--- config.mk ---
export PLATFORM = sky130hd
export DESIGN_NAME = link_out_framer
export DESIGN_NICKNAME = d
export VERILOG_FILES = /design/src/rtl/lof_pkg.sv /design/src/rtl/lof_pacer.sv /design/src/rtl/lof_ctrl.sv /design/src/rtl/lof_datapath.sv /design/src/rtl/link_out_framer.sv
export SDC_FILE = /design/constraint.sdc
export NUM_CORES = 1
export LEC_CHECK = 0
export BUFFER_PORTS_ARGS = -buffer_cell sky130_fd_sc_hd__buf_2
export CORE_ASPECT_RATIO = 0.7
export CORE_MARGIN = 1
export CORE_UTILIZATION = 52
export CTS_CLUSTER_DIAMETER = 60
export DETAILED_ROUTE_END_ITERATION = 7
export PLACE_DENSITY = 0.79
export SETUP_SLACK_MARGIN = 0.2
export SLEW_MARGIN = 20
export SYNTH_ARGS = -nofsm -noshare
export SYNTH_HDL_FRONTEND = slang
export SYNTH_SLANG_ARGS = --single-unit
--- constraint.sdc ---
create_clock -name clk -period 2.5 [get_ports clk]
set_input_delay 0 -clock clk [delete_from_list [all_inputs] [get_ports clk]]
set_output_delay 0 -clock clk [all_outputs]
set_load 0.05 [all_outputs]
--- src/rtl/lof_pkg.sv ---
package lof_pkg;
   typedef enum logic [1:0] {
      LOF_IDLE = 2'd0,
      LOF_RUN  = 2'd1,
      LOF_TAIL = 2'd2
   } lof_state_e;

   typedef enum logic [1:0] {
      HOLD_KEEP = 2'd0,
      HOLD_BUS  = 2'd1,
      HOLD_PAT  = 2'd2
   } lof_hold_op_e;

   typedef enum logic [1:0] {
      SH_CLEAR = 2'd0,
      SH_LOAD  = 2'd1,
      SH_STEP  = 2'd2
   } lof_shift_op_e;
endpackage

--- src/rtl/lof_pacer.sv ---
module lof_pacer #(
   parameter int RATIO = 4,
   parameter int CNT_W = 2
) (
   input  logic             clk,
   input  logic             rst_n,
   input  logic             run,
   output logic [CNT_W-1:0] cnt,
   output logic             word_end
);
   localparam logic [CNT_W-1:0] LAST = CNT_W'(RATIO - 1);

   logic [CNT_W-1:0] cnt_q;

   assign word_end = run && (cnt_q == LAST);
   assign cnt      = cnt_q;

   always_ff @(posedge clk) begin
      if (!rst_n) begin
         cnt_q <= '0;
      end else if (!run || word_end) begin
         cnt_q <= '0;
      end else begin
         cnt_q <= cnt_q + 1'b1;
      end
   end
endmodule

--- src/rtl/lof_ctrl.sv ---
module lof_ctrl
   import lof_pkg::*;
(
   input  logic          clk,
   input  logic          rst_n,
   input  logic          out_en,
   input  logic          word_end,
   output logic          run,
   output lof_hold_op_e  hold_op,
   output lof_shift_op_e shift_op
);
   lof_state_e state_q, state_d;

   always_comb begin
      state_d  = state_q;
      hold_op  = HOLD_KEEP;
      shift_op = SH_STEP;
      unique case (state_q)
         LOF_IDLE: begin
            if (out_en) begin
               state_d  = LOF_RUN;
               hold_op  = HOLD_BUS;
               shift_op = SH_LOAD;
            end else begin
               hold_op  = HOLD_PAT;
               shift_op = SH_CLEAR;
            end
         end
         LOF_RUN: begin
            if (word_end) begin
               shift_op = SH_LOAD;
               if (out_en) begin
                  hold_op = HOLD_BUS;
               end else begin
                  hold_op = HOLD_PAT;
                  state_d = LOF_TAIL;
               end
            end
         end
         LOF_TAIL: begin
            hold_op = HOLD_PAT;
            if (word_end) begin
               shift_op = SH_CLEAR;
               state_d  = LOF_IDLE;
            end
         end
         default: begin
            state_d  = LOF_IDLE;
            hold_op  = HOLD_PAT;
            shift_op = SH_CLEAR;
         end
      endcase
   end

   always_ff @(posedge clk) begin
      if (!rst_n) state_q <= LOF_IDLE;
      else        state_q <= state_d;
   end

   assign run = (state_q != LOF_IDLE);
endmodule

--- src/rtl/lof_datapath.sv ---
module lof_datapath
   import lof_pkg::*;
#(
   parameter int BUS_W  = 16,
   parameter int LINK_W = 4
) (
   input  logic              clk,
   input  logic              rst_n,
   input  lof_hold_op_e      hold_op,
   input  lof_shift_op_e     shift_op,
   input  logic [BUS_W-1:0]  bus_word,
   input  logic [BUS_W-1:0]  start_pat,
   output logic [BUS_W-1:0]  shift_o,
   output logic [LINK_W-1:0] link_data
);
   localparam int REST_W = BUS_W - LINK_W;

   logic [BUS_W-1:0] hold_q;
   logic [BUS_W-1:0] shift_q;

   always_ff @(posedge clk) begin
      if (!rst_n) begin
         hold_q <= '0;
      end else begin
         unique case (hold_op)
            HOLD_BUS: hold_q <= bus_word;
            HOLD_PAT: hold_q <= start_pat;
            default:  hold_q <= hold_q;
         endcase
      end
   end

   always_ff @(posedge clk) begin
      if (!rst_n) begin
         shift_q <= '0;
      end else begin
         unique case (shift_op)
            SH_LOAD: shift_q <= hold_q;
            SH_STEP: shift_q <= {shift_q[REST_W-1:0], {LINK_W{1'b0}}};
            default: shift_q <= '0;
         endcase
      end
   end

   assign link_data = shift_q[BUS_W-1 -: LINK_W];
   assign shift_o   = shift_q;
endmodule

--- src/rtl/link_out_framer.sv ---
module link_out_framer
   import lof_pkg::*;
#(
   parameter int BUS_W  = 16,
   parameter int LINK_W = 4
) (
   input  logic              clk,
   input  logic              rst_n,
   input  logic [BUS_W-1:0]  bus_word,
   input  logic              out_en,
   input  logic [BUS_W-1:0]  start_pat,
   output logic [LINK_W-1:0] link_data,
   output logic              link_req
);
   localparam int RATIO = BUS_W / LINK_W;
   localparam int CNT_W = (RATIO > 1) ? $clog2(RATIO) : 1;

   generate
      if ((BUS_W % LINK_W) != 0) begin : g_bad_div
         $error("link_out_framer: BUS_W must be a multiple of LINK_W");
      end
      if (RATIO < 2) begin : g_bad_ratio
         $error("link_out_framer: BUS_W must be at least twice LINK_W");
      end
   endgenerate

   logic          run_w;
   logic          word_end_w;
   logic [CNT_W-1:0] cnt_w;
   logic [BUS_W-1:0] shift_w;
   lof_hold_op_e  hold_op_w;
   lof_shift_op_e shift_op_w;

   lof_pacer #(.RATIO(RATIO), .CNT_W(CNT_W)) pacer_i (
      .clk      (clk),
      .rst_n    (rst_n),
      .run      (run_w),
      .cnt      (cnt_w),
      .word_end (word_end_w)
   );

   lof_ctrl ctrl_i (
      .clk      (clk),
      .rst_n    (rst_n),
      .out_en   (out_en),
      .word_end (word_end_w),
      .run      (run_w),
      .hold_op  (hold_op_w),
      .shift_op (shift_op_w)
   );

   lof_datapath #(.BUS_W(BUS_W), .LINK_W(LINK_W)) dp_i (
      .clk       (clk),
      .rst_n     (rst_n),
      .hold_op   (hold_op_w),
      .shift_op  (shift_op_w),
      .bus_word  (bus_word),
      .start_pat (start_pat),
      .shift_o   (shift_w),
      .link_data (link_data)
   );

   assign link_req = run_w;
endmodule

### Word level (Yosys, flattened, before mapping)

Index checks and enable logic that the tools add are counted.

| word-level totals | value |
|---|---|
| register bits after elaboration | 36 |
| output and inout port bits | 5 |
| word-level logic and storage cells | 39 |

| operators by class | value |
|---|---|
| add/sub/neg operators | 1 |
| equality and inequality tests | 11 |
| muxes and demuxes | 14 |
| bitwise gates (word level) | 1 |
| reductions and logical operators | 8 |

Operators with widths:

| operator | count |
|---|---|
| one-hot mux 16 bit (2 select lines) | 2 |
| 2-to-1 mux 2 bit | 8 |
| one-hot mux 2 bit (3 select lines) | 2 |
| == test 2 bit, second input constant | 4 |
| inequality test 2 bit, second input constant | 4 |
| == test 2 x 1 -> 1 bit, second input constant | 3 |
| one-hot mux 2 bit (2 select lines) | 1 |
| AND reduction 4 bit | 1 |
| nonzero test 2 bit | 2 |
| adder 2 x 1 -> 2 bit, second input constant | 1 |
| zero test 2 bit | 1 |
| OR reduction 2 bit | 1 |
| logical AND 1 bit | 1 |
| zero test 1 bit | 1 |
| logical OR 1 bit | 1 |
| 2-to-1 mux 1 bit | 1 |
| inverter 1 bit | 1 |

### Logic depth before layout (Yosys ltp)

Gate-level depths: netlist (run 1).

| depth | value |
|---|---|
| word-level depth | 6 |
| depth in mapped cells | 8 |
| depth with buffers taken out | 6 |

### Hierarchy

Synthesis (run 1) repeated with hierarchy kept, for this count alone.

| second synthesis, totals | value |
|---|---|
| cells, all modules | 150 |
| area, all modules | 1,645.3 µm² |

Modules (own cells, without submodules):

| module | times used | cells each | area an instance (µm²) |
|---|---|---|---|
| lof_datapath | 1 | 129 | 1,428.9 |
| lof_ctrl | 1 | 15 | 132.6 |
| lof_pacer | 1 | 6 | 83.8 |

### Worst setup path after synthesis (run 1)

OpenSTA, ideal clock, no wires.

| path | value |
|---|---|
| path type | register to register |
| start | register pacer_i.cnt_q[0] (netlist: pacer_i.cnt[0]) |
| end | register dp_i.hold_q[0] |
| setup time | 126 ps |
| arrival time | 1,670 ps |
| slack | 704 ps |
| cell stages (with the launch flop) | 8 |
| path through | dfxtp_1 ha_1 nand2b_1 a21o_1 ha_1 clkbuf_1 nor2b_1 a211oi_2 |

| on the way | value |
|---|---|
| word-level cells in the longest chain between the ends | 6 |
| elaborated cells on any way between the ends | 8 |
| those cells by class | eq/ne (3); mux (3); reduce/logical (2) |

RTL lines:

| what | RTL line | text |
|---|---|---|
| start, declared | lof_pacer.sv:13 | `logic [CNT_W-1:0] cnt_q;` |
| start signal, assigned | lof_pacer.sv:24 | `cnt_q <= cnt_q + 1'b1;` |
| == test 2 bit (*) | lof_pacer.sv:15 | `assign word_end = run && (cnt_q == LAST);` |
| logical AND 1 bit (*) | lof_pacer.sv:15 |  |
| 2-to-1 mux 2 bit (*) | lof_ctrl.sv:30 | `if (word_end) begin` |
| one-hot mux 2 bit (2 select lines) (*) | lof_ctrl.sv:18 | `unique case (state_q)` |
| == test 2 bit or == test 2 x 1 -> 1 bit (tied branches) | lof_datapath.sv:25 | `unique case (hold_op)` |
| one-hot mux 16 bit (2 select lines) or nonzero test 2 bit (tied branches) | n/a |  |
| end signal, assigned | lof_datapath.sv:26 | `HOLD_BUS: hold_q <= bus_word;` |
| end signal, assigned | lof_datapath.sv:27 | `HOLD_PAT: hold_q <= start_pat;` |
| end signal, assigned | lof_datapath.sv:28 | `default: hold_q <= hold_q;` |
| end, declared | lof_datapath.sv:18 | `logic [BUS_W-1:0] hold_q;` |

Mark *: on every way between the ends. The rest lies on a longest branch, timed or not.
A chain may end at the register's enable or synchronous reset.

### Worst setup path in the final report (run 1)

| path | value |
|---|---|
| start | register pacer_i.cnt_q[0] (netlist: pacer_i.cnt[0]) |
| end | register dp_i.hold_q[8] |

The elaborated chain is that of the path after synthesis.

==> results.json, run 1 <==
{
  "max_slew_margin": 0.449,
  "pre_cts_slack_ps": 151,
  "grt_overflow_total": 0,
  "critPathRequiredTime_ps": 2630,
  "ys_seq_area_frac": 0.447,
  "fin_crit_ps": 2080,
  "fp.dieH_um": 48.6,
  "critPathKind": "reg2reg",
  "numCtsBuffers": 5,
  "synthArstFlopShare": 0,
  "ios": 40,
  "rr_endpoint": "dp_i.hold_q[8]",
  "synth-seq-cells": 36,
  "critical_path_arrival_ps": 2210,
  "critPathMaxFanout": 10,
  "grt_max_degree": 21,
  "grt_pass1_wl_mm": 5.41,
  "power_leakage_nw": 0.784,
  "dr.first_iter.drc_count": 45,
  "startpoint_type": "flop",
  "fin_nets": 226,
  "cts.clk_slew.worst_paths_ps": 70,
  "routed_wl_mm": 3.18,
  "synth.cell_area_mm2": 0.00161,
  "vdd_drop_max_uv": 416,
  "cts_root_buf": "clkbuf_8",
  "synthTopCellsByArea": "dfxtp_1 45%, mux2i_1 11%, a211oi_2 7.8%",
  "die_w_um": 68.5,
  "cts_hold_buf": 0,
  "startpoint": "pacer_i.cnt[0]",
  "port_buffers": 39,
  "yosys-top-cells-count": "36 x dfxtp_1, 17 x mux2i_1, 16 x nor2b_1, 14 x nor2_1, 12 x a22oi_1",
  "setup_ws_ps": 425,
  "crit_end": "dp_i.hold_q[8]",
  "syn_inst": 153,
  "period_share": 0.830,
  "r2r_setup_slack_ps": 420,
  "syn_avg_cell_area_um2": 10.5,
  "num_rows": 16,
  "p_per_area_mw_per_mm2": 724,
  "status": "finished clean",
  "reg2reg_from": "pacer_i.cnt[0]",
  "hpwl_mm": 2.20,
  "vias": 1188,
  "critPathCaptureType": "flop",
  "cts.sinks": 36,
  "synth_top_area_frac": 0.447,
  "place_congestion": 0.741,
  "tns_ps": 0,
  "synth_edf_count": 0,
  "start_util": 0.563,
  "tightest_slew_ps": 826,
  "hold_class": "in2reg",
  "synth_ff_type": "dfxtp_1",
  "die_area_mm2": 0.00333,
  "drive_above_1_share": 0.319,
  "clk-insertion-delay-late_ps": 290,
  "yosys.area.top_type": "dfxtp_1",
  "hold_viol_final": 0,
  "final_core_util": 0.655,
  "cts_tree": "built",
  "setup_viol": 0,
  "clockBufferDepth": 2,
  "reg2reg_depth": 7,
  "synth_cell_types": 26,
  "grt_pass1_vias": 1188,
  "clock_skew_ps": 6.79,
  "grt_setup_unrepaired": "no",
  "clock.fmax_mhz": 482,
  "ant_nets": 0,
  "maxSlewViolCount": 0,
  "n_antenna_cell": 0,
  "ys_warn_count": 0,
  "max-cap-violations": 0,
  "core_area_mm2": 0.00286,
  "h-tree-depth": 2,
  "drt_pass1_iterations": 4,
  "syn_to_final_growth_pct": 16.3,
  "drc": 0,
  "antenna_found_initial": 0,
  "yosysMostFrequentCell": "dfxtp_1",
  "wire_per_inst_um": 14.2,
  "gr-usage-all-layers": 0.227,
  "syn_nets": 192,
  "routed_via_density": 5.30
}
[power breakdown]
part | internal, mW | switching [mW] | total [mW]
Combinational | 0.101 | 0.119 | 0.221
Sequential | 0.614 | 0.0215 | 0.635
Clock | 0.296 | 0.204 | 0.500
Total | 1.01 | 0.345 | 1.36
[cells by family after synthesis]
| family | after synthesis | share of synthesized area |
|---|---|---|
| and+or+nand+nor | 45 | 0.161 |
| DFF | 36 | 0.447 |
| AOI/OAI and AO/OA | 33 | 0.182 |
| buffers and inverters | 18 | 0.0730 |
| muxes | 17 | 0.106 |
| adders and majority gates | 4 | 0.0311 |
[layout by cell type, fill, tap and decap left out, drive strengths merged]
master   synthesis  routed
nand4bb          1       1
clkbuf           2       6
nor2b           16      16
nor4b            1       1
nand2b           4       4
nor2            14      14
and2             4       4
clkinv           0       1
a22oi           12      12
or2              1       1
or3b             1       1
nand3b           1       1
mux2i           17      17
a21oi            2       2
dfxtp           36      36
nor4             1       1
bufinv           0       1
buf             12      41
inv              4       4
and3b            1       1
a211oi          17      17
a21o             2       2
ha               4       4
[per-layer routing]
metal	vias to the layer above	track usage	routed length [um]
li1	604	-	-
met1	544	0.275	1410
met2	32	0.356	1560
met3	8	0.0873	148
met4	0	0.0868	56
met5	-	0	0
[critical path, cell delays in order (launching register included)]
cell and delay, ps:
dfxtp_1 320, ha_1 280, nand2b_1 220, a21o_1 200, ha_2 260, inv_1 300
buf_4 270, a211oi_2 90
[timing repair]
item,in CTS,in global routing
resized for setup,1,0
endpoints found under the setup margin,12,0
buffers inserted,0,0
[sequential cells by signal, indices dropped and copies added, names as in the netlist]
signal and flops:
ctrl_i.state_q 2, dp_i.shift_o 16, dp_i.hold_q 16, pacer_i.cnt 2
[worst min-delay path by stage]
stage / startpoint / to / cells after the start
after floorplan: out_en / ctrl_i.state_q[0] / 2
after global placement: out_en / ctrl_i.state_q[0] / 3
after detailed placement: out_en / ctrl_i.state_q[0] / 3
after CTS: out_en / ctrl_i.state_q[0] / 3
after global routing: out_en / ctrl_i.state_q[0] / 3
final: out_en / ctrl_i.state_q[0] / 3
[stage by stage]
stage	power, mW	instances	area, um2	hold WS, ps
global route	1.43	224	1870	44.7
detailed placement	0.869	216	1760	327
global placement	0.858	216	1760	299
CTS	1.36	224	1870	20.7
floorplan	0.810	153	1610	154
finish	1.36	224	1870	30.7
[area by class of cell]
type,instances,area [um2]
fillers,246,988
multi-input cells,99,776
flip-flops and latches,36,721
repair buffers,41,210
clock buffers,6,72.6
well taps,36,45.0
clock inverters,2,35.0
inverters,4,15.0
(Power assumes the default switching activity.)
==> run 2, diff against run 1 <==
Settings changed: ABC_AREA set to 1.
Clock period 2.5 ns to 2.1 ns, I/O delays scaled along.
==> results.json, run 2 <==
{
  "status": "finished clean",
  "startpoint": "pacer_i.cnt[0]",
  "synthTopCellsByArea": "dfxtp_1 44%, nand2_1 16%, nor2_1 13%",
  "port_buffers": 39,
  "tightest_slew_ps": 537,
  "ys_warn_count": 0,
  "critPathCaptureType": "flop",
  "hold_viol_final": 0,
  "maxSlewViolCount": 0,
  "reg2reg_depth": 11,
  "routed_via_density": 4.48,
  "die_area_mm2": 0.00338,
  "clock_skew_ps": 3.52,
  "grt_pass1_vias": 1155,
  "synth_xor_area_frac": 0,
  "synth_top_area_frac": 0.440,
  "power_leakage_nw": 0.937,
  "holdPathEnd": "dp_i.hold_q[11]",
  "syn_inst": 245,
  "grt_pass1_wl_mm": 5.21,
  "core_area_mm2": 0.00290,
  "place_inst": 306,
  "syn_nets": 284,
  "layout.cells.non_filler": 313,
  "critical_path_arrival_ps": 1920,
  "drt_pass1_iterations": 4,
  "dr.first_iter.drc_count": 177,
  "place_congestion": 0.803,
  "period_share": 0.835,
  "num_rows": 16,
  "syn_to_final_growth_pct": 14.0,
  "synth_top_family_by_area": "simple AND/OR/NAND/NOR gates",
  "h-tree-depth": 2,
  "yosys.area.top_type": "dfxtp_1",
  "startpoint_type": "flop",
  "die_w_um": 69.1,
  "critPathMaxFanout": 32,
  "cts.clk_slew.worst_paths_ps": 70,
  "start_util": 0.565,
  "cts.sinks": 36,
  "setup_viol": 0,
  "final_common_cell": "nand2_1",
  "synthSimpleGateAreaFrac": 0.302,
  "gr-usage-all-layers": 0.193,
  "ios": 40,
  "fin_nets": 316,
  "antenna_found_initial": 0,
  "cts_tree": "built",
  "fp.dieH_um": 49.0,
  "grt_max_degree": 33,
  "fillers": 246,
  "tns_ps": 0,
  "pre_cts_slack_ps": 373,
  "r2r_setup_slack_ps": 350,
  "power_mw": 1.44,
  "numCtsBuffers": 5,
  "post-cts-setup-buffers": 0,
  "grt_overflow_total": 0,
  "vdd_drop_max_uv": 403,
  "critPathRequiredTime_ps": 2270,
  "fin_crit_ps": 1750,
  "wire_per_inst_um": 9.39,
  "synth_edf_count": 0,
  "critPathKind": "reg2reg",
  "yosys-top-cells-count": "72 x nand2_1, 56 x nor2_1, 36 x dfxtp_1, 26 x inv_1, 15 x o21ai_0",
  "ys_seq_area_frac": 0.440,
  "syn_avg_cell_area_um2": 6.69,
  "p_per_area_mw_per_mm2": 773,
  "synth_adder_area_share": 0.0305,
  "worstHoldPathCells": 5,
  "synthMuxAreaShare": 0,
  "synthArstFlopShare": 0,
  "cts_root_buf": "clkbuf_8",
  "hpwl_mm": 2.02,
  "hold_class": "in2reg",
  "clk-insertion-delay-late_ps": 280,
  "max-cap-violations": 0,
  "synth-seq-cells": 36,
  "multi_input_area_um2": 701,
  "grt_setup_unrepaired": "no",
  "yosysMostFrequentCell": "nand2_1",
  "register_area_um2": 721,
  "hold_slack_ps": 16.9,
  "synth.cell_area_mm2": 0.00164,
  "n_antenna_cell": 0,
  "synth_compound_area_frac": 0.0947,
  "synth_cell_types": 15,
  "clockBufferDepth": 2,
  "vias": 1402,
  "cts_hold_buf": 0,
  "max_slew_margin": 0.642,
  "drc": 0,
  "cts_resized": 0,
  "synth_ff_type": "dfxtp_1",
  "ant_nets": 0,
  "final_cell_mix": "72 x nand2_1, 56 x nor2_1, 39 x buf_2",
  "setup_ws_ps": 347,
  "drive_above_1_share": 0.173,
  "clock.fmax_mhz": 570,
  "rr_endpoint": "dp_i.hold_q[0]",
  "reg2reg_from": "pacer_i.cnt[0]",
  "holdCritStartpoint": "start_pat[11]",
  "routed_wl_mm": 2.94
}
[run 2: routing by layer]
layer | vias to the layer above | routed length, um | global-route usage
li1 | 796 | - | -
met1 | 561 | 1750 | 0.311
met2 | 45 | 1050 | 0.238
met3 | 0 | 138 | 0.0517
met4 | 0 | 0 | 0.0612
met5 | - | 0 | 0
[run 2: how the worst max path moves through the flow]
stage	cells after the start	slack, ps	endpoint
2_1_floorplan	11	500	dp_i.hold_q[10]
3_3_place_gp	11	420	dp_i.hold_q[0]
3_5_place_dp	11	370	dp_i.hold_q[0]
4_1_cts	11	360	dp_i.hold_q[0]
5_1_grt	11	220	dp_i.hold_q[0]
6_report	11	350	dp_i.hold_q[0]
[run 2: power by group]
part           internal (mW)  total (mW)  switching [mW]
registers              0.731       0.759          0.0276
logic                 0.0959       0.240           0.145
clock network          0.225       0.445           0.220
total                   1.05        1.44           0.392
[run 2: critical path: stages (launching register included)]
cell and delay, ps:
dfxtp_1 320, ha_1 220, inv_1 80, nand2_1 80, a21oi_1 130, inv_1 60
ha_1 270, inv_2 70, buf_12 160, nand2_1 70, nor2_1 140, nor2_1 50
[run 2: layout make-up]
class | instances | area share
Tap cell | 36 | 0.0241
Sequential cell | 36 | 0.386
Clock buffer | 6 | 0.0388
Multi-Input combinational cell | 166 | 0.375
Inverter | 27 | 0.0543
Timing Repair Buffer | 41 | 0.119
Clock inverter | 1 | 0.00268
[run 2: cells by family after synthesis]
kind of cell / after synthesis
simple gates: 131
buf+inv: 43
flops: 36
compound gates: 31
fa+ha+maj: 4
[run 2: per-stage QoR]
stage / instance area, um2 / util
finish: 1870 / 0.644
global route: 1870 / 0.644
CTS: 1870 / 0.644
detailed placement: 1790 / 0.617
global placement: 1790 / 0.617
floorplan: 1640 / -
